**config.mk**
```make
export PLATFORM = sky130hd
export DESIGN_NAME = sys_ctl_port
export DESIGN_NICKNAME = d
export VERILOG_FILES = /design/src/rtl/sys_ctl_port.sv
export SDC_FILE = /design/constraint.sdc
export NUM_CORES = 1
export LEC_CHECK = 0
export ABC_AREA = 1
export BUFFER_PORTS_ARGS = -buffer_cell sky130_fd_sc_hd__buf_4
export CAP_MARGIN = 30
export CELL_PAD_IN_SITES_DETAIL_PLACEMENT = 1
export CELL_PAD_IN_SITES_GLOBAL_PLACEMENT = 1
export CORE_MARGIN = 2
export CORE_UTILIZATION = 28
export CTS_BUF_LIST = sky130_fd_sc_hd__clkbuf_4 sky130_fd_sc_hd__clkbuf_8
export CTS_CLUSTER_DIAMETER = 80
export CTS_CLUSTER_SIZE = 8
export DETAILED_ROUTE_END_ITERATION = 10
export PLACE_DENSITY_LB_ADDON = 0.1
export SETUP_SLACK_MARGIN = 0.05
export SYNTH_ARGS = -nofsm -noshare
export SYNTH_HDL_FRONTEND = slang
export SYNTH_SLANG_ARGS = --single-unit
export TNS_END_PERCENT = 30
```
**constraint.sdc**
```tcl
create_clock -name clk -period 1.1 [get_ports clk]
set_input_delay 0.11 -clock clk [delete_from_list [all_inputs] [get_ports clk]]
set_output_delay 0.11 -clock clk [all_outputs]
set_load 0.05 [all_outputs]
```
**src/rtl/sys_ctl_port.sv**
```systemverilog
module sys_ctl_port #(
  parameter int ADDR_W = 16,
  parameter logic [ADDR_W-1:0] PORTB_ADDR = 'h61,
  parameter logic [ADDR_W-1:0] MASK_ADDR  = 'h70,
  parameter logic [7:0] FLOAT_DATA = 8'hFF
) (
  input  logic              clk,
  input  logic              rst_n,
  input  logic [ADDR_W-1:0] io_addr,
  input  logic [7:0]        io_wdata,
  input  logic              io_wr,
  input  logic              io_rd,
  output logic [7:0]        io_rdata,
  input  logic              parity_err,
  input  logic              chan_chk,
  input  logic              tmr2_out,
  output logic              nmi,
  output logic              tmr2_gate,
  output logic              spkr,
  output logic [6:0]        rtc_index
);

  logic [3:0] ctl;
  logic       nmi_block;
  logic [6:0] idx;
  logic       par_lat, chk_lat;

  wire pb_sel  = io_addr == PORTB_ADDR;
  wire pb_wr   = io_wr && pb_sel;
  wire mk_wr   = io_wr && (io_addr == MASK_ADDR);
  wire par_on  = par_lat & ~ctl[2];
  wire chk_on  = chk_lat & ~ctl[3];

  always_ff @(posedge clk or negedge rst_n) begin
    if (!rst_n) begin
      ctl       <= '0;
      nmi_block <= 1'b1;
      idx       <= '0;
      par_lat   <= 1'b0;
      chk_lat   <= 1'b0;
    end else begin
      if (pb_wr) ctl <= io_wdata[3:0];
      if (mk_wr) {nmi_block, idx} <= io_wdata;
      par_lat <= ~ctl[2] & (par_lat | parity_err);
      chk_lat <= ~ctl[3] & (chk_lat | chan_chk);
    end
  end

  assign nmi       = ~nmi_block & (par_on | chk_on);
  assign tmr2_gate = ctl[0];
  assign spkr      = tmr2_out & ctl[1];
  assign rtc_index = idx;
  assign io_rdata  = (io_rd && pb_sel) ? {par_on, chk_on, tmr2_out, 1'b0, ctl}
                                       : FLOAT_DATA;

endmodule


```
### After elaboration in Yosys (flattened, before gate mapping)

Cells that the tools add are included.

* flip-flop bits (word level): 14
* output and inout bits: 18
* logic and storage cells: 23

* equality and inequality tests: 2
* mux-type cells: 1
* bitwise gates (word level): 12
* reduce and logical (&&, ||, !) cells: 3

Operators with widths (number)
* == test 16 x 7 -> 1 bit (second input constant): 2
* two-way mux 8 bit: 1
* AND 1 bit: 6
* logical AND 1 bit: 3
* inverter 1 bit: 3
* bitwise OR 1 bit: 3

### Logic depth before layout (Yosys ltp)

Gate-level depths: netlist (run 1).

* depth after elaboration: 4
* gate-level depth with buffers: 6

### Worst setup path after synthesis (run 1)

OpenSTA, ideal clock, no wires.

* kind: register to output
* from: register ctl[2]
* to: output port nmi
* arrival: 1.299 ns
* setup slack: -0.309 ns
* stages on the path, launching flop included: 4
* buffers on the path: 0
* cell sequence: dfrtp_1 inv_1 nand2_1 a21oi_1

* word-level cells in the longest chain between the ends: 4

RTL lines
* start: declaration: line 23 `logic [3:0] ctl;`
* start signal: assignment: line 42 `if (pb_wr) ctl <= io_wdata[3:0];`
* inverter 1 bit: line 31 `wire par_on = par_lat & ~ctl[2];`
* AND 1 bit: line 31
* bitwise OR 1 bit: line 49 `assign nmi = ~nmi_block & (par_on | chk_on);`
* AND 1 bit: line 49
* end: declaration: line 17 `output logic nmi,`

Every way passes these cells.

### Final worst setup path (run 1)

Ends and elaborated chain as after synthesis.

==> summary.txt, run 1 <==
Clk network pwr share -> 32.1%
Die width -> 55.48 um
Avg WL per Cell -> 12.94 um
Synth Area in Compound Gates -> 0.6745%
Gate power share -> 15.4%
Failing checks -> setup timing
Arr. time, crit path -> 1.14 ns
Highest cell delay on the worst timing path -> 0.40 ns
CTS Sinks -> 14
Starting Density -> 29.68%
Num CTS Buffers -> 3
Cell Pwr Density -> 665.9 nW/um2
CTS clk-pin slew, worst paths -> 0.08 ns
CP max-delay cell -> dfrtp_1
Total Routing Usage GR -> 16.97%
RePlAce Congestion -> 0.7784
N_diodes -> 0
Worst-skew pair later-pin latency -> 0.27 ns
CP required -> 0.99 ns
Period utilisation layout -> 113.9%
Mapped Area -> 742.0 um2
Yosys top cell area share -> 43.84%
Row Count -> 18
Synth Instances -> 94
Startpoint type of the worst setup path -> flip-flop
Sequential area share after synthesis -> 47.39%
Largest fanout on the critical path -> 3
Fin. max-slew vios -> 0
Critical Setup Path Class -> reg2out
Setup violations, final -> 6
Reg power frac -> 52.5%
CTS root buf -> clkbuf_4
Non-filler cells, final -> 189
DR DRC count -> 0
# nets final -> 191
Grt ovf -> 0
Seq cells post-synth -> 14
Most common cell after layout, fill and taps aside -> buf_4
Net Switching -> 0.2122 mW
TritonCTS clock tree -> built
Hold Path Class -> in2reg
First-pass GRT wire length -> 4.140 mm
Largest net degree at the start of global routing -> 15
Area leader, netlist -> dfrtp_1
Actual slew at the worst max-slew pin -> 0.2248 ns
Pre-antenna DRT Iters -> 4
Max-slew headroom -> 84.97%
Final min period -> 1.253 ns
RSZ-0062 raised after global routing -> yes
Clk_skew -> 0.005110 ns
Full die area -> 3077 um2
Final Hold Violating Endpoints -> 0
Yosys Warn Count -> 0
Mean Syn Cell Area -> 7.893 um2
Port Buffer Count -> 48
Setup crit end kind -> primary output
CP cell instances -> inv_2 -> nand2_4 -> a21oi_4 -> buf_6
Post-Synth Simple-Gate Area -> 46.37%
Dominant cells by area after synthesis -> dfrtp_1 44%, nand2_1 21%, nand3_1 6.7%, nand4_1 4.2%, dfstp_2 3.5%
Vias per cell -> 4.587
Fin worst setup slack -> -0.1533 ns
FMAX -> 797.9 MHz
Max cap viols -> 0
Routed WL -> 2.446 mm
Antenna violations before repair -> 0
Mux share of post-synthesis cell area -> 0%
Dpl hpwl -> 1.907 mm
Final ANT Viol Nets -> 0
IO Count -> 49
Core area -> 2500 um2
Yosys cell types -> 16
Synth Area in Adders -> 0%
Outcome -> finished, violations left
H-tree lvl count -> 1
Sw frac -> 21.64%
Share of cells above drive strength 1 -> 59.12%
Initial drt markers -> 12
Max IR drop VDD -> 556.1 uV
Placed instance count -> 179
Post-synthesis xor/xnor area fraction -> 0%
Internal Power -> 0.7685 mW
Die height -> 55.48 um
Power, Total -> 0.9807 mW
Clock Path Buffers -> 2
Leading cell types in the layout, fill and taps excluded -> 52 x buf_4, 31 x nand2_1, 13 x dfrtp_1, 10 x nand3_1, 9 x nand2_4
Vias after detailed routing -> 867
Hold WS -> 0.05911 ns
Vias in the first global route -> 926
Main combinational cell family by area after synthesis -> simple AND/OR/NAND/NOR gates
Layout area overhead -> 98.48%
Leak -> 0.8238 nW
Mapped Nets -> 125
-- registers in the layout, indices dropped and copies added (netlist names) --
| signal | cells |
|---|---|
| rtc_index | 7 |
| ctl | 4 |
| nmi_block | 1 |
| par_lat | 1 |
| chk_lat | 1 |
-- through the flow --
stage | worst slack (ns) | utilization (%) | cell area, um2 | TNS [ns]
2_1_floorplan | -0.02931 | - | 857.1 | -0.1865
3_3_place_gp | -0.04133 | 52.65 | 1316 | -0.4172
3_5_place_dp | -0.07775 | 52.65 | 1316 | -0.8144
4_1_cts | -0.1727 | 57.36 | 1434 | -0.5212
5_1_grt | -0.2197 | 58.91 | 1473 | -0.9660
6_report | -0.1533 | 58.91 | 1473 | -0.4462
-- power groups by stage --
stage	Clock, mW	Sequential (mW)	Combinational (mW)
after floorplan	0	0.525	0.0273
after global placement	0	0.525	0.139
after detailed placement	0	0.525	0.145
after CTS	0.333	0.515	0.149
after global routing	0.368	0.515	0.163
final	0.315	0.515	0.151
-- synthesized netlist by cell type, drive strengths merged --
cell type	count
dfstp	1
nand3b	1
nand2	43
nand3	11
dfrtp	13
inv	8
nand4	5
a21oi	1
nor2	10
buf	1
-- layer usage --
metal  wire [um]  up-vias  GRT usage [%]
li1            -      430              -
met1         923      416          18.80
met2        1410       19          32.48
met3         102        2          3.513
met4          10        0          4.181
met5           0        -              0
-- worst max-delay path, delay by kind of cell, from the launching register on --
kind / cells / cell delay, ns
buf+inv: 2 / 0.25
simple gates: 1 / 0.07
flops: 1 / 0.40
compound gates: 1 / 0.15
-- cell type report --
type	count	area, um2
Fill cell	305	1027
Timing Repair Buffer	62	529.3
Multi-Input combinational cell	71	481.7
Sequential cell	14	351.6
Inverter	8	42.54
Tap cell	30	37.54
Clock buffer	4	30.03
-- path summary, 6_finish.rpt --
path                                             to                     start  depth (start not counted)  slack [ns]
setup / recovery                                nmi        ctl[2]$_DFFE_PN0P_                          4       -0.15
hold / removal                    chk_lat$_DFF_PN0_                  chan_chk                          3        0.06
setup reg to reg                 ctl[3]$_DFFE_PN0P_        ctl[3]$_DFFE_PN0P_                          4        0.20
hold reg to reg            rtc_index[5]$_DFFE_PN0P_  rtc_index[5]$_DFFE_PN0P_                          2        0.47
max in group asynchronous     nmi_block$_DFFE_PN1P_                     rst_n                          2        0.64
min in group asynchronous        ctl[1]$_DFFE_PN0P_                     rst_n                          2        0.22
-- logic make-up after synthesis --
group | after synthesis
and+or+nand+nor | 70
DFF | 14
buffers and inverters | 9
AOI/OAI and AO/OA | 1
-- repair_timing --
item | CTS | global route
endpoints found under the hold margin | 14 | 0
endpoints found under the setup margin | 9 | 9
pin swaps | 7 | 5
buffers inserted | 3 | 2
gates cloned | 0 | 0
gates resized for setup | 19 | 6
hold buffers | 1 | 0
(Power assumes the default switching activity.)
==> run 2: changes to the inputs <==
CORE_MARGIN = not set   (was 2)
SETUP_SLACK_MARGIN = 0.02   (was 0.05)
==> run 2 against run 1 <==
Against the previous run:
- the flow still finishes with violations (setup timing)
- clock power is 3% higher
- count of clock-buffer cells in the layout stayed put
- via count is 1.5% lower
- critical path depth stayed put
- clock skew is 0.0049 ns lower
- global-route usage is 0.58 points higher
- sequential share of layout area is 0.45 points higher
- worst hold slack worse by 0.0074 ns
- register-to-register slack better by 0.05 ns
- largest cell class unchanged
- highest routed layer unchanged
==> summary.txt, run 2 (same netlist as run 1, synthesis figures left out) <==
CP max-delay cell -> dfrtp_1 (unchanged)
Setup crit end kind -> primary output (unchanged)
CP required -> 0.99 ns (about the same)
Vias after detailed routing -> 854 (was 867)
CTS clk-pin slew, worst paths -> 0.08 ns (about the same)
Layout area overhead -> 94.77% (was 98.48%)
Clk_skew -> 0.0001914 ns (was 0.005110 ns)
# nets final -> 191 (unchanged)
Crit path max-delay family -> flip-flops (unchanged)
Dpl hpwl -> 1.822 mm (was 1.907 mm)
CP cell instances -> inv_2 -> nand2_4 -> a21oi_4 -> buf_6 (unchanged)
Port Buffer Count -> 48 (unchanged)
Failing checks -> setup timing (unchanged)
CTS Sinks -> 14 (unchanged)
Final Hold Violating Endpoints -> 0 (unchanged)
Full die area -> 2860 um2 (was 3077 um2)
Placed instance count -> 180 (was 179)
N_diodes -> 0 (unchanged)
Largest fanout on the critical path -> 3 (unchanged)
Share of cells above drive strength 1 -> 57.86% (was 59.12%)
Max IR drop VDD -> 1041 uV (was 556.1 uV)
Cell Pwr Density -> 681.0 nW/um2 (was 665.9 nW/um2)
Final Util -> 57.81% (was 58.91%)
Startpoint type of the worst setup path -> flip-flop (unchanged)
Fin area -> 1445 um2 (was 1473 um2)
TritonCTS clock tree -> built (unchanged)
DP Area -> 1311 um2 (was 1316 um2)
Largest net degree at the start of global routing -> 15 (unchanged)
Most common cell after layout, fill and taps aside -> buf_4 (unchanged)
RePlAce Congestion -> 0.7171 (was 0.7784)
Max-slew headroom -> 86.12% (was 84.97%)
Worst-skew pair later-pin latency -> 0.27 ns (about the same)
H-tree lvl count -> 1 (unchanged)
Die height -> 53.48 um (was 55.48 um)
Leak -> 0.8182 nW (was 0.8238 nW)
Fin. max-slew vios -> 0 (unchanged)
Highest cell delay on the worst timing path -> 0.41 ns (was 0.40 ns)
Num CTS Buffers -> 3 (unchanged)
Initial drt markers -> 5 (was 12)
Final min period -> 1.254 ns (was 1.253 ns)
Critical Setup Path Class -> reg2out (unchanged)
DR DRC count -> 0 (unchanged)
Die width -> 53.48 um (was 55.48 um)
Starting Density -> 29.68% (unchanged)
Non-filler cells, final -> 189 (unchanged)
Hold WS -> 0.05167 ns (was 0.05911 ns)
Core area -> 2500 um2 (unchanged)
Routed WL -> 2.310 mm (was 2.446 mm)
Antenna violations before repair -> 0 (unchanged)
Hold Path Class -> in2reg (unchanged)
Row Count -> 18 (unchanged)
Avg WL per Cell -> 12.22 um (was 12.94 um)
Actual slew at the worst max-slew pin -> 0.2076 ns (was 0.2248 ns)
Post-route setup TNS -> -0.4365 ns (was -0.4462 ns)
Period utilisation layout -> 114.0% (was 113.9%)
Grt ovf -> 0 (unchanged)
Final ANT Viol Nets -> 0 (unchanged)
FMAX -> 797.6 MHz (was 797.9 MHz)
Worst path bufs/invs -> 2 (unchanged)
Arr. time, crit path -> 1.14 ns (about the same)
Total Routing Usage GR -> 17.55% (was 16.97%)
IO Count -> 49 (unchanged)
Outcome -> finished, violations left (unchanged)
Max reg flops -> 7 (unchanged)
CTS root buf -> clkbuf_4 (unchanged)
Clock Path Buffers -> 2 (unchanged)
Vias per cell -> 4.519 (was 4.587)
Setup violations, final -> 6 (unchanged)
First-pass GRT wire length -> 3.498 mm (was 4.140 mm)
Pre-antenna DRT Iters -> 4 (unchanged)
Max cap viols -> 0 (unchanged)
Leading cell types in the layout, fill and taps excluded -> 52 x buf_4, 31 x nand2_1, 13 x dfrtp_1, 10 x nand3_1, 9 x nand2_4 (unchanged)
Fin worst setup slack -> -0.1538 ns (was -0.1533 ns)
RSZ-0062 raised after global routing -> yes (unchanged)
Vias in the first global route -> 819 (was 926)
## run 2: path summary, 6_finish.rpt
path,from,endpoint,slack [ns],cells after the start
min in group asynchronous,rst_n,rtc_index[2]$_DFFE_PN0P_,0.22,2
setup / recovery,ctl[3]$_DFFE_PN0P_,nmi,-0.15,4
hold reg to reg,rtc_index[6]$_DFFE_PN0P_,rtc_index[6]$_DFFE_PN0P_,0.48,2
max in group asynchronous,rst_n,nmi_block$_DFFE_PN1P_,0.63,2
setup reg to reg,ctl[2]$_DFFE_PN0P_,ctl[2]$_DFFE_PN0P_,0.25,4
hold / removal,chan_chk,chk_lat$_DFF_PN0_,0.05,3
## run 2: report_power, final
group	total, mW	switching [mW]	internal, mW
logic	0.146	0.0588	0.0876
registers	0.515	0.000133	0.514
clock network	0.323	0.158	0.165
## run 2: per-layer routing
layer	GRT usage (%)	part of all wire, %
met4	3.947	0.56
met5	0	0
met2	33.96	58
met3	4.310	3.9
met1	18.54	37
## run 2: what timing repair did
| item | CTS | global route |
|---|---|---|
| endpoints found under the setup margin | 9 | 9 |
| resized for setup | 19 | 1 |
| pin swaps | 3 | 1 |
| endpoints found under the hold margin | 14 | 0 |
| buffers inserted | 3 | 1 |
| hold buffers | 1 | 0 |
## run 2: cell type report
class / count / area [um2]
fillers: 311 / 1055
repair buffers: 62 / 509.2
well taps: 30 / 37.54
flip-flops and latches: 14 / 351.6
multi-input cells: 71 / 474.2
clock buffers: 4 / 30.03
inverters: 8 / 42.54
## run 2: through the flow
step / setup WS [ns] / total power [mW]
final: -0.1538 / 0.9841
after detailed placement: -0.09508 / 0.6691
after floorplan: -0.02931 / 0.5525
after CTS: -0.1411 / 1.000
after global placement: -0.04141 / 0.6636
after global routing: -0.2029 / 1.032
## run 2: worst register-to-register path, cell delays in order (launching register included)
cell and delay (ns):
dfrtp_1 0.39, buf_4 0.14, buf_4 0.12, nand2_1 0.06, nand2_1 0.05
==> run 3: changes to the inputs <==
==> constraint.sdc (replaced) <==
create_clock -name clk -period 1.1 [get_ports clk]
set_input_delay 0 -clock clk [delete_from_list [all_inputs] [get_ports clk]]
set_output_delay 0 -clock clk [all_outputs]
set_load 0.05 [all_outputs]
==> run 3 against run 2 <==
Against the previous run:
- the flow still finishes with violations (setup timing)
- sequential power about the same
- critical path depth unchanged
- clock power is 2% higher
- routed wire length fell by 4.9%
- power is 1.7% higher
- sequential cell count stayed put
- final cell count grew 1.1%
- design area shrank 7.4%
- register-to-register slack better by 0.08 ns
- non-clock buffer count up 2
- largest power group unchanged
- highest routed layer unchanged
==> summary.txt, run 3 (same netlist as run 1, synthesis figures left out) <==
Outcome -> finished, violations left (unchanged)
Failing checks -> setup timing (unchanged)
TritonCTS clock tree -> built (unchanged)
Avg WL per Cell -> 11.50 um (was 12.22 um)
Worst Hold Depth -> 3 (unchanged)
CP required -> 1.10 ns (was 0.99 ns)
Num CTS Buffers -> 3 (unchanged)
DR DRC count -> 0 (unchanged)
Core area -> 2500 um2 (unchanged)
CTS Sinks -> 14 (unchanged)
Highest cell delay on the worst timing path -> 0.39 ns (was 0.41 ns)
Grt ovf -> 0 (unchanged)
Period utilisation layout -> 102.4% (was 114.0%)
Leak -> 0.7506 nW (was 0.8182 nW)
Hold WS -> 0.02592 ns (was 0.05167 ns)
Largest net degree at the start of global routing -> 15 (unchanged)
Startpoint type of the worst setup path -> flip-flop (unchanged)
Cells on worst reg2reg path -> 4 (unchanged)
Max reg flops -> 7 (unchanged)
Largest fanout on the critical path -> 3 (unchanged)
Antenna violations before repair -> 0 (unchanged)
Clock Path Buffers -> 2 (unchanged)
Crit path max-delay family -> flip-flops (unchanged)
CTS root buf -> clkbuf_4 (unchanged)
Max IR drop VDD -> 682.5 uV (was 1041 uV)
IO Count -> 49 (unchanged)
CTS clk-pin slew, worst paths -> 0.08 ns (about the same)
H-tree lvl count -> 1 (unchanged)
Hold_sp -> io_wr (was chan_chk)
CP max-delay cell -> dfrtp_1 (unchanged)
Power, Total -> 1.001 mW (was 0.9841 mW)
Placed instance count -> 174 (was 180)
RSZ-0062 raised after global routing -> yes (unchanged)
FMAX -> 887.8 MHz (was 797.6 MHz)
Layout area overhead -> 80.27% (was 94.77%)
Max-slew headroom -> 85.18% (was 86.12%)
N_diodes -> 0 (unchanged)
R2R setup slack -> 0.33 ns (was 0.25 ns)
First-pass GRT wire length -> 3.567 mm (was 3.498 mm)
Reg-to-reg startpoint -> ctl[2]$_DFFE_PN0P_ (unchanged)
Clk_skew -> 0.0001849 ns (was 0.0001914 ns)
Dpl hpwl -> 1.745 mm (was 1.822 mm)
Hold Path Class -> in2reg (unchanged)
Vias after detailed routing -> 875 (was 854)
Die width -> 53.48 um (unchanged)
Final Hold Violating Endpoints -> 0 (unchanged)
Starting Density -> 29.68% (unchanged)
Initial drt markers -> 8 (was 5)
Max cap viols -> 0 (unchanged)
Fin worst setup slack -> -0.02639 ns (was -0.1538 ns)
Routed WL -> 2.197 mm (was 2.310 mm)
Critical Setup Path Class -> reg2out (unchanged)
Worst Hold End -> ctl[0]$_DFFE_PN0P_ (was chk_lat$_DFF_PN0_)
Arr. time, crit path -> 1.13 ns (was 1.14 ns)
Full die area -> 2860 um2 (unchanged)
Port Buffer Count -> 48 (unchanged)
Setup violations, final -> 1 (was 6)
Post-route setup TNS -> -0.02639 ns (was -0.4365 ns)
Worst r2r dst -> par_lat$_DFF_PN0_ (was ctl[2]$_DFFE_PN0P_)
Final min period -> 1.126 ns (was 1.254 ns)
Worst-skew pair later-pin latency -> 0.27 ns (about the same)
Cell Pwr Density -> 748.4 nW/um2 (was 681.0 nW/um2)
Leading cell types in the layout, fill and taps excluded -> 50 x buf_4, 39 x nand2_1, 13 x dfrtp_1, 11 x dlygate4sd3_1, 10 x nand3_1 (was 52 x buf_4, 31 x nand2_1, 13 x dfrtp_1, 10 x nand3_1, 9 x nand2_4)
Worst path bufs/invs -> 2 (unchanged)
Non-filler cells, final -> 191 (was 189)
RePlAce Congestion -> 0.7461 (was 0.7171)
Share of cells above drive strength 1 -> 44.10% (was 57.86%)
Setup crit end kind -> primary output (unchanged)
Actual slew at the worst max-slew pin -> 0.2217 ns (was 0.2076 ns)
Total Routing Usage GR -> 17.78% (was 17.55%)
CP cell instances -> inv_2 -> nand2_4 -> a21oi_2 -> buf_6 (was inv_2 -> nand2_4 -> a21oi_4 -> buf_6)
Die height -> 53.48 um (unchanged)
Fin. max-slew vios -> 0 (unchanged)
Most common cell after layout, fill and taps aside -> buf_4 (unchanged)
Row Count -> 18 (unchanged)
Final ANT Viol Nets -> 0 (unchanged)
# nets final -> 193 (was 191)
Vias per cell -> 4.581 (was 4.519)
Vias in the first global route -> 853 (was 819)
Pre-antenna DRT Iters -> 3 (was 4)
run 3: cell count changes in the layout (fill, tap and decap cells not counted), moves of 3 or more:
cell / before / now
nand2_4: 9 / 2
nor2_1: 3 / 7
nor2_4: 4 / 1
dlygate4sd3_1: 1 / 11
nand2_1: 31 / 39
buf_6: 7 / 2
run 3: routing by layer:
| metal | wire, um | vias up | share of wire (%) | track usage, % |
|---|---|---|---|---|
| met5 | 0 | - | 0 | 0 |
| met4 | 10 | 0 | 0.46 | 3.947 |
| met3 | 97 | 2 | 4.4 | 5.172 |
| met2 | 1186 | 22 | 54 | 33.13 |
| met1 | 904 | 418 | 41 | 19.41 |
| li1 | - | 433 | - | - |
run 3: worst max path at each step:
| stage | slack, ns | from | to | cells after the start |
|---|---|---|---|---|
| 2_1_floorplan | -0.08 | io_addr[3] | io_rdata[0] | 6 |
| 4_1_cts | -0.04 | ctl[3]$_DFFE_PN0P_ | nmi | 4 |
| 6_report | -0.03 | ctl[2]$_DFFE_PN0P_ | nmi | 4 |
| 3_3_place_gp | 0.09 | io_addr[3] | io_rdata[2] | 8 |
| 5_1_grt | -0.09 | ctl[2]$_DFFE_PN0P_ | nmi | 4 |
| 3_5_place_dp | 0.06 | io_addr[3] | rtc_index[6]$_DFFE_PN0P_ | 7 |
run 3: repair_timing:
action	4_1_cts	5_1_grt
setup endpoints to repair	3	3
pin swaps	1	2
hold buffers	11	0
buffers inserted	1	1
gates resized for setup	6	4
hold endpoints to repair	27	0
run 3: area by class of cell:
type / instances / area, um2
Tap cell: 30 / 37.54
Sequential cell: 14 / 351.6
Timing Repair Buffer: 64 / 523.0
Clock buffer: 4 / 30.03
Fill cell: 315 / 1162
Multi-Input combinational cell: 71 / 365.4
Inverter: 8 / 30.03
run 3: metrics by stage:
step	instance area, um2	setup WS (ns)	util, %
global placement	1155	0.09374	46.20
floorplan	745.7	-0.08111	-
detailed placement	1155	0.06448	46.20
CTS	1315	-0.03602	52.60
finish	1338	-0.02639	53.50
global route	1338	-0.09467	53.50
run 3: where the power goes:
part / total, mW / internal [mW] / switching [mW] / leakage (nW)
Sequential: 0.515 / 0.515 / 0.000118 / 0.182
Combinational: 0.156 / 0.102 / 0.0541 / 0.551
Clock: 0.330 / 0.165 / 0.165 / 0.0184
Total: 1.00 / 0.782 / 0.219 / 0.751
run 3: tightest hold or removal path, delay by kind of cell:
family | cells | cell delay, ns
buffers and inverters | 1 | 0.13
and+or+nand+nor | 2 | 0.13
